===== config.mk =====
export PLATFORM = sky130hd
export DESIGN_NAME = scalepwm_unit
export DESIGN_NICKNAME = d
export VERILOG_FILES = /design/src/rtl/pwmsc_pkg.sv /design/src/rtl/pwmsc_timebase.sv /design/src/rtl/pwmsc_channel.sv /design/src/rtl/pwmsc_regfile.sv /design/src/rtl/scalepwm_unit.sv
export SDC_FILE = /design/constraint.sdc
export NUM_CORES = 1
export LEC_CHECK = 0
export ABC_AREA = 1
export CORE_MARGIN = 10
export CORE_UTILIZATION = 52
export CTS_CLUSTER_SIZE = 25
export DETAILED_ROUTE_END_ITERATION = 10
export DONT_BUFFER_PORTS = 1
export PLACE_DENSITY = 0.67
export SYNTH_ARGS = -nofsm -noshare
export SYNTH_HDL_FRONTEND = slang
export SYNTH_SLANG_ARGS = --single-unit

===== constraint.sdc =====
create_clock -name clk -period 5.2 [get_ports clk]
set_input_delay 0.26 -clock clk [delete_from_list [all_inputs] [get_ports clk]]
set_output_delay 0.26 -clock clk [all_outputs]
set_load 0.02 [all_outputs]

===== src/rtl/pwmsc_pkg.sv =====
package pwmsc_pkg;
  localparam int BUS_W = 32;

  // byte offsets decoded by software
  localparam int OFS_CTRL   = 'h00;
  localparam int OFS_COUNT  = 'h08;
  localparam int OFS_WINDOW = 'h10;
  localparam int OFS_THRESH = 'h20;

  // control bit positions
  localparam int B_HOLD    = 8;
  localparam int B_RESTART = 9;
  localparam int B_CONT    = 12;
  localparam int B_SINGLE  = 13;
  localparam int B_PEND    = 28;
endpackage


===== src/rtl/pwmsc_timebase.sv =====
module pwmsc_timebase #(
  parameter int CMP_W   = 16,
  parameter int SCALE_W = 4,
  parameter int CNT_W   = 31
) (
  input  logic               clk,
  input  logic               rst,
  input  logic [SCALE_W-1:0] scale_i,
  input  logic               run_i,
  input  logic               restart_en_i,
  input  logic [CMP_W-1:0]   thr0_i,
  input  logic               load_i,
  input  logic [CNT_W-1:0]   load_val_i,
  output logic [CNT_W-1:0]   cnt_o,
  output logic [CMP_W-1:0]   window_o,
  output logic               wrap_o,
  output logic               match_o
);
  logic [CNT_W-1:0] cnt_q;
  logic [CNT_W-1:0] shifted;
  logic [CNT_W-1:0] ones;
  logic [CNT_W-1:0] period_mask;
  logic             at_end;

  assign ones        = '1;
  assign shifted     = cnt_q >> scale_i;
  assign window_o    = shifted[CMP_W-1:0];
  assign period_mask = ~(ones << (CMP_W + int'(scale_i)));
  assign at_end      = (cnt_q & period_mask) == period_mask;
  assign match_o     = run_i && restart_en_i && (window_o == thr0_i);
  assign wrap_o      = run_i && (at_end || match_o);

  always_ff @(posedge clk) begin
    if (rst)          cnt_q <= '0;
    else if (load_i)  cnt_q <= load_val_i;
    else if (wrap_o)  cnt_q <= '0;
    else if (run_i)   cnt_q <= cnt_q + 1'b1;
  end

  assign cnt_o = cnt_q;
endmodule


===== src/rtl/pwmsc_channel.sv =====
module pwmsc_channel #(
  parameter int CMP_W = 16
) (
  input  logic             clk,
  input  logic             rst,
  input  logic [CMP_W-1:0] window_i,
  input  logic [CMP_W-1:0] thr_i,
  output logic             out_n
);
  always_ff @(posedge clk) begin
    if (rst) out_n <= 1'b1;
    else     out_n <= !(window_i < thr_i);
  end
endmodule


===== src/rtl/pwmsc_regfile.sv =====
module pwmsc_regfile
  import pwmsc_pkg::*;
#(
  parameter int CHANNELS = 4,
  parameter int CMP_W    = 16,
  parameter int SCALE_W  = 4,
  parameter int CNT_W    = 31,
  parameter int ADDR_W   = 8
) (
  input  logic                      clk,
  input  logic                      rst,
  input  logic                      we_i,
  input  logic [ADDR_W-1:0]         addr_i,
  input  logic [BUS_W-1:0]          wdata_i,
  output logic [BUS_W-1:0]          rdata_o,
  input  logic [CNT_W-1:0]          cnt_i,
  input  logic [CMP_W-1:0]          window_i,
  input  logic                      wrap_i,
  input  logic                      match_i,
  output logic [SCALE_W-1:0]        scale_o,
  output logic                      hold_o,
  output logic                      restart_en_o,
  output logic                      cont_o,
  output logic                      single_o,
  output logic                      pend_o,
  output logic                      ctrl_wr_o,
  output logic                      cnt_wr_o,
  output logic [CHANNELS*CMP_W-1:0] thr_o
);
  logic [CMP_W-1:0] thr_q [CHANNELS];
  logic [BUS_W-1:0] rd_next;

  assign ctrl_wr_o = we_i && (int'(addr_i) == OFS_CTRL);
  assign cnt_wr_o  = we_i && (int'(addr_i) == OFS_COUNT);

  always_ff @(posedge clk) begin
    if (rst) begin
      scale_o      <= '0;
      hold_o       <= 1'b0;
      restart_en_o <= 1'b0;
      cont_o       <= 1'b0;
      single_o     <= 1'b0;
    end else if (ctrl_wr_o) begin
      scale_o      <= wdata_i[SCALE_W-1:0];
      hold_o       <= wdata_i[B_HOLD];
      restart_en_o <= wdata_i[B_RESTART];
      cont_o       <= wdata_i[B_CONT];
      single_o     <= wdata_i[B_SINGLE];
    end else if (wrap_i) begin
      single_o     <= 1'b0;
    end
  end

  // a restart wins over a clearing write; the stored hold bit gates clears
  always_ff @(posedge clk) begin
    if (rst)                                    pend_o <= 1'b0;
    else if (match_i)                           pend_o <= 1'b1;
    else if (ctrl_wr_o && !hold_o && !wdata_i[B_PEND]) pend_o <= 1'b0;
  end

  for (genvar i = 0; i < CHANNELS; i++) begin : g_thr
    always_ff @(posedge clk) begin
      if (rst)
        thr_q[i] <= '0;
      else if (we_i && int'(addr_i) == OFS_THRESH + 4 * i)
        thr_q[i] <= wdata_i[CMP_W-1:0];
    end
    assign thr_o[i*CMP_W +: CMP_W] = thr_q[i];
  end

  always_comb begin
    rd_next = '0;
    if (int'(addr_i) == OFS_CTRL) begin
      rd_next[SCALE_W-1:0] = scale_o;
      rd_next[B_HOLD]      = hold_o;
      rd_next[B_RESTART]   = restart_en_o;
      rd_next[B_CONT]      = cont_o;
      rd_next[B_SINGLE]    = single_o;
      rd_next[B_PEND]      = pend_o;
    end else if (int'(addr_i) == OFS_COUNT) begin
      rd_next = BUS_W'(cnt_i);
    end else if (int'(addr_i) == OFS_WINDOW) begin
      rd_next = BUS_W'(window_i);
    end
    for (int i = 0; i < CHANNELS; i++)
      if (int'(addr_i) == OFS_THRESH + 4 * i) rd_next = BUS_W'(thr_q[i]);
  end

  always_ff @(posedge clk) begin
    if (rst) rdata_o <= '0;
    else     rdata_o <= rd_next;
  end
endmodule


===== src/rtl/scalepwm_unit.sv =====
module scalepwm_unit
  import pwmsc_pkg::*;
#(
  parameter int CHANNELS = 4,
  parameter int CMP_W    = 16,
  parameter int SCALE_W  = 4,
  parameter int ADDR_W   = 8,
  localparam int CNT_W   = CMP_W + (1 << SCALE_W) - 1
) (
  input  logic                clk,
  input  logic                rst,
  input  logic                bus_we,
  input  logic [ADDR_W-1:0]   bus_addr,
  input  logic [BUS_W-1:0]    bus_wdata,
  output logic [BUS_W-1:0]    bus_rdata,
  output logic [CHANNELS-1:0] pwm_n,
  output logic                irq_pend
);
  logic [SCALE_W-1:0]        scale;
  logic                      hold, restart_en, cont, single, pend;
  logic                      ctrl_wr, cnt_wr, run, wrap, match;
  logic [CHANNELS*CMP_W-1:0] thr_flat;
  logic [CNT_W-1:0]          cnt;
  logic [CMP_W-1:0]          window;

  assign run      = cont || single;
  assign irq_pend = pend;

  pwmsc_regfile #(
    .CHANNELS(CHANNELS), .CMP_W(CMP_W), .SCALE_W(SCALE_W),
    .CNT_W(CNT_W), .ADDR_W(ADDR_W)
  ) u_regs (
    .clk(clk), .rst(rst), .we_i(bus_we), .addr_i(bus_addr),
    .wdata_i(bus_wdata), .rdata_o(bus_rdata), .cnt_i(cnt),
    .window_i(window), .wrap_i(wrap), .match_i(match),
    .scale_o(scale), .hold_o(hold), .restart_en_o(restart_en),
    .cont_o(cont), .single_o(single), .pend_o(pend),
    .ctrl_wr_o(ctrl_wr), .cnt_wr_o(cnt_wr), .thr_o(thr_flat)
  );

  pwmsc_timebase #(
    .CMP_W(CMP_W), .SCALE_W(SCALE_W), .CNT_W(CNT_W)
  ) u_tb (
    .clk(clk), .rst(rst), .scale_i(scale), .run_i(run),
    .restart_en_i(restart_en), .thr0_i(thr_flat[CMP_W-1:0]),
    .load_i(cnt_wr), .load_val_i(bus_wdata[CNT_W-1:0]),
    .cnt_o(cnt), .window_o(window), .wrap_o(wrap), .match_o(match)
  );

  for (genvar i = 0; i < CHANNELS; i++) begin : g_ch
    pwmsc_channel #(.CMP_W(CMP_W)) u_ch (
      .clk(clk), .rst(rst), .window_i(window),
      .thr_i(thr_flat[i*CMP_W +: CMP_W]), .out_n(pwm_n[i])
    );
  end
endmodule


==> results.sh <==
export IMPL_critPathLaunch="u_regs.scale_o[1]$_SDFFE_PP0P_"
export IMPL_floorplan_initialDensity=0.533
export IMPL_die_height_um=156
export IMPL_vias_per_cell=5.69
export IMPL_clk_root_buffer_cell="sky130_fd_sc_hd__clkbuf_16"
export IMPL_hold_path_class="input port to register"
export IMPL_timing_reg2reg_setup_slack_ps=1300
export IMPL_setup_worst_path_end="u_tb.cnt_o[27]$_SDFFE_PP0P_"
export IMPL_grt_overflow_total=0
export IMPL_p_int_w=0.00188
export IMPL_floorplan_rows=49
export IMPL_avgSynthCellArea_um2=7.05
export IMPL_p_per_area_nw_per_um2=243
export IMPL_fillCellCount=1744
export IMPL_place_detailed_hpwl_um=23000
export IMPL_max_freq_ghz=0.257
export IMPL_wl_per_cell_um=19.2
export IMPL_synth_lib_cells_used_distinct=54
export IMPL_post_route_period_util=0.749
export IMPL_io_pin_count=80
export IMPL_cts_tree="yes"
export IMPL_yosysSeqAreaShare=0.355
export IMPL_leakagePower_nw=4.68
export IMPL_crit_fanout=25
export IMPL_hold_slack_ps=8.69
export IMPL_port_buffers=0
export IMPL_hold_buf_cts=19
export IMPL_switching_power_as_a_share_of_total_power=0.256
export IMPL_h_tree_level_count=4
export IMPL_horizontal_extent_of_the_die_um=156
export IMPL_floorplan_core_area_um2=18100
export IMPL_global_route_usage_total=0.248
export IMPL_timing_final_max_slew_violations=0
export IMPL_crit_arrival_ps=4260
export IMPL_clock_power_share=0.478
export IMPL_outcome="finished clean"
export IMPL_violation_count_after_the_first_detailed_routing_iteration=1047
export IMPL_fin_skew_ps=11.8
export IMPL_antenna_violations_before_repair=0
export IMPL_grt_first_pass_wirelength_um=47000
export IMPL_grt_pass1_vias=8182
export IMPL_number_of_sinks_on_the_clock_net=139
export IMPL_postSynthRegisterBits=139
export IMPL_sequential_share_of_power=0.471
export IMPL_timing_slew_headroom=0.392
export IMPL_clock_pin_slew_on_the_worst_setup_and_hold_paths_ps=70
export IMPL_setup_viol=0
export IMPL_timing_final_hold_violations=0
export IMPL_final_min_clock_period_ps=3900
export IMPL_synthesis_yosys_warnings=0
export IMPL_route_vias_total=9066
export IMPL_hold_path_startpoint="bus_wdata[28]"
export IMPL_synth_area_um2=9630
export IMPL_mappedNetlistNets=1471
export IMPL_worst_slew_pin_transition_ps=906
export IMPL_cts_buffers_inserted=17
export IMPL_grt_start_max_net_pins=53
export IMPL_clk_latency_ps=440
export IMPL_routed_wl_um=30700
export IMPL_synth_instances=1366
export IMPL_worstReg2RegStart="u_regs.scale_o[1]$_SDFFE_PP0P_"
export IMPL_postCtsSetupRepairBufs=0
export IMPL_cts_path_max_buffers=2
export IMPL_rr_worst_depth=16
export IMPL_antenna_cells=0
export IMPL_ant_nets=0
export IMPL_multiInputGateArea_um2=5150
export IMPL_cp_required_ps=5570
export IMPL_die_area_um2=24400
export IMPL_drcViolationCount=0
export IMPL_detailedRoute_firstPassIterationCount=5
export IMPL_timing_setup_critical_path_class="register to register"
export IMPL_post_route_cells_drive_above_1_share=0.0703
export IMPL_rsz0062_at_grt="no"
export IMPL_fin_nets=1457
export IMPL_maxCapViolCount=0
export IMPL_crit_path_start_kind="register"
export IMPL_area_growth_synth_to_final_pct=7.87
export IMPL_endpoint_kind="register"
export IMPL_rr_endpoint="u_tb.cnt_o[27]$_SDFFE_PP0P_"
export IMPL_total_of_cells_resized_after_clock_tree_synthesis=0
export IMPL_gp_congestion=0.928
export IMPL_fin_setup_tns_ps=0
export IMPL_final_core_utilization=0.575
export IMPL_ir_worst_vdd_mv=0.244
export IMPL_p_switching_w=0.000646
export IMPL_pwr_share_comb=0.051
export IMPL_layout_area_seq_um2=3420
## critical path, cell delays in order (launching register included)
cell                      delay (ps)
sky130_fd_sc_hd__dfxtp_1         730
sky130_fd_sc_hd__inv_2           370
sky130_fd_sc_hd__o21ai_0         320
sky130_fd_sc_hd__nand2_1          70
sky130_fd_sc_hd__o21ai_1         110
sky130_fd_sc_hd__nand2_1          60
sky130_fd_sc_hd__o21ai_1         330
sky130_fd_sc_hd__ha_1            360
sky130_fd_sc_hd__nand2_1          60
sky130_fd_sc_hd__inv_1            40
sky130_fd_sc_hd__nand3_1          80
sky130_fd_sc_hd__nor3_1          110
sky130_fd_sc_hd__nand4_1         160
sky130_fd_sc_hd__nand2_2          90
sky130_fd_sc_hd__nor2_4          580
sky130_fd_sc_hd__nand3_1         160
sky130_fd_sc_hd__a21oi_1         160
## area by class of cell
class                   count  share of cell area
multi-input cells         980               0.496
flip-flops and latches    139               0.329
inverters                 186              0.0673
clock buffers              17              0.0409
well taps                 229              0.0276
repair buffers             28              0.0258
clock inverters            15              0.0134
## state kept, by name, indices dropped and copies added (netlist names)
register / cells
u_regs.thr_q: 64
u_regs.rdata_o: 31
u_tb.cnt_o: 31
g_ch.u_ch.out_n: 4
u_regs.scale_o: 4
u_regs.cont_o: 1
u_regs.hold_o: 1
u_regs.pend_o: 1
u_regs.restart_en_o: 1
u_regs.single_o: 1
## worst min-delay path by stage
stage | cells after the start | slack, ps | end
finish | 2 | 9 | u_regs.pend_o$_SDFFE_PP0P_
global route | 2 | 20 | u_tb.cnt_o[16]$_SDFFE_PP0P_
CTS | 2 | 0.05 | u_tb.cnt_o[16]$_SDFFE_PP0P_
detailed placement | 1 | 350 | u_regs.rdata_o[10]$_SDFF_PP0_
global placement | 1 | 350 | u_regs.rdata_o[10]$_SDFF_PP0_
floorplan | 2 | 410 | u_regs.single_o$_SDFFE_PP0P_
## cell usage after synthesis, drive strengths merged
cell type / number / area (um^2)
nand2: 393 / 1520
inv: 182 / 683
nor2: 157 / 668
o21ai: 86 / 434
nand3: 77 / 405
dfxtp: 75 / 1500
a21oi: 68 / 340
edfxtp: 64 / 1920
ha: 62 / 776
buf: 48 / 308
a31oi: 25 / 156
nand4: 25 / 169
xor2: 16 / 140
o211ai: 15 / 118
clkbuf: 13 / 52.6
nor3: 13 / 97.6
a221oi: 6 / 52.6
a211oi: 5 / 37.5
and2: 5 / 31.3
clkinv: 4 / 16.3
o21a: 4 / 30.0
a211o: 3 / 26.3
nor4: 3 / 18.8
a22oi: 2 / 15.0
mux2i: 2 / 20.0
o22ai: 2 / 12.5
o31ai: 2 / 15.0
xnor2: 2 / 17.5
a21boi: 1 / 7.51
conb: 1 / 3.75
nand3b: 1 / 7.51
o21bai: 1 / 7.51
o221ai: 1 / 8.76
o32ai: 1 / 8.76
or2: 1 / 8.76
## power groups by stage
stage          Clock [W]  Sequential, W  Combinational [W]
3_3_place_gp           0        0.00121           0.000105
2_1_floorplan          0        0.00120          0.0000846
4_1_cts          0.00121        0.00119           0.000126
3_5_place_dp           0        0.00121           0.000106
6_report         0.00121        0.00119           0.000128
5_1_grt          0.00125        0.00119           0.000142
## cell families after synthesis
| family | share of synthesized area |
|---|---|
| adder cells (fa/ha/maj) | 0.0805 |
| flip-flops | 0.355 |
| other | 0.000389 |
| XOR/XNOR | 0.0164 |
| multiplexers | 0.00208 |
| AND/OR/NAND/NOR | 0.304 |
| AO/OA/AOI/OAI | 0.132 |
| buffers and inverters | 0.110 |
## metal layers
metal / wire (um) / up-vias / part of all wire / track usage
li1: - / 4436 / - / -
met1: 13700 / 4152 / 0.45 / 0.357
met2: 13200 / 432 / 0.43 / 0.369
met3: 3160 / 46 / 0.10 / 0.0491
met4: 550 / 0 / 0.018 / 0.0665
met5: 0 / - / 0 / 0
## metrics by stage
| stage | area, um^2 | std cells | power [W] | setup slack (ps) |
|---|---|---|---|---|
| final | 10400 | 1594 | 0.00252 | 1300 |
| after global routing | 10400 | 1594 | 0.00259 | 987 |
| after CTS | 10400 | 1594 | 0.00253 | 1340 |
| after detailed placement | 9630 | 1543 | 0.00132 | 1360 |
| after global placement | 9630 | 1543 | 0.00131 | 1410 |
| after floorplan | 9630 | 1366 | 0.00129 | 2610 |
## cells in the final DEF, fill, tap and decap left out, types with 18 or more instances in the layout
cell type                         n
sky130_fd_sc_hd__o21ai_0         57
sky130_fd_sc_hd__a31oi_1         25
sky130_fd_sc_hd__nand3_1         73
sky130_fd_sc_hd__ha_1            62
sky130_fd_sc_hd__dfxtp_1         75
sky130_fd_sc_hd__inv_1          171
sky130_fd_sc_hd__a21oi_1         68
sky130_fd_sc_hd__nand2_1        376
sky130_fd_sc_hd__nand4_1         23
sky130_fd_sc_hd__edfxtp_1        64
sky130_fd_sc_hd__o21ai_1         28
sky130_fd_sc_hd__dlygate4sd3_1   18
sky130_fd_sc_hd__nor2_1         143
Note: power is estimated with default switching activity, not from simulation.
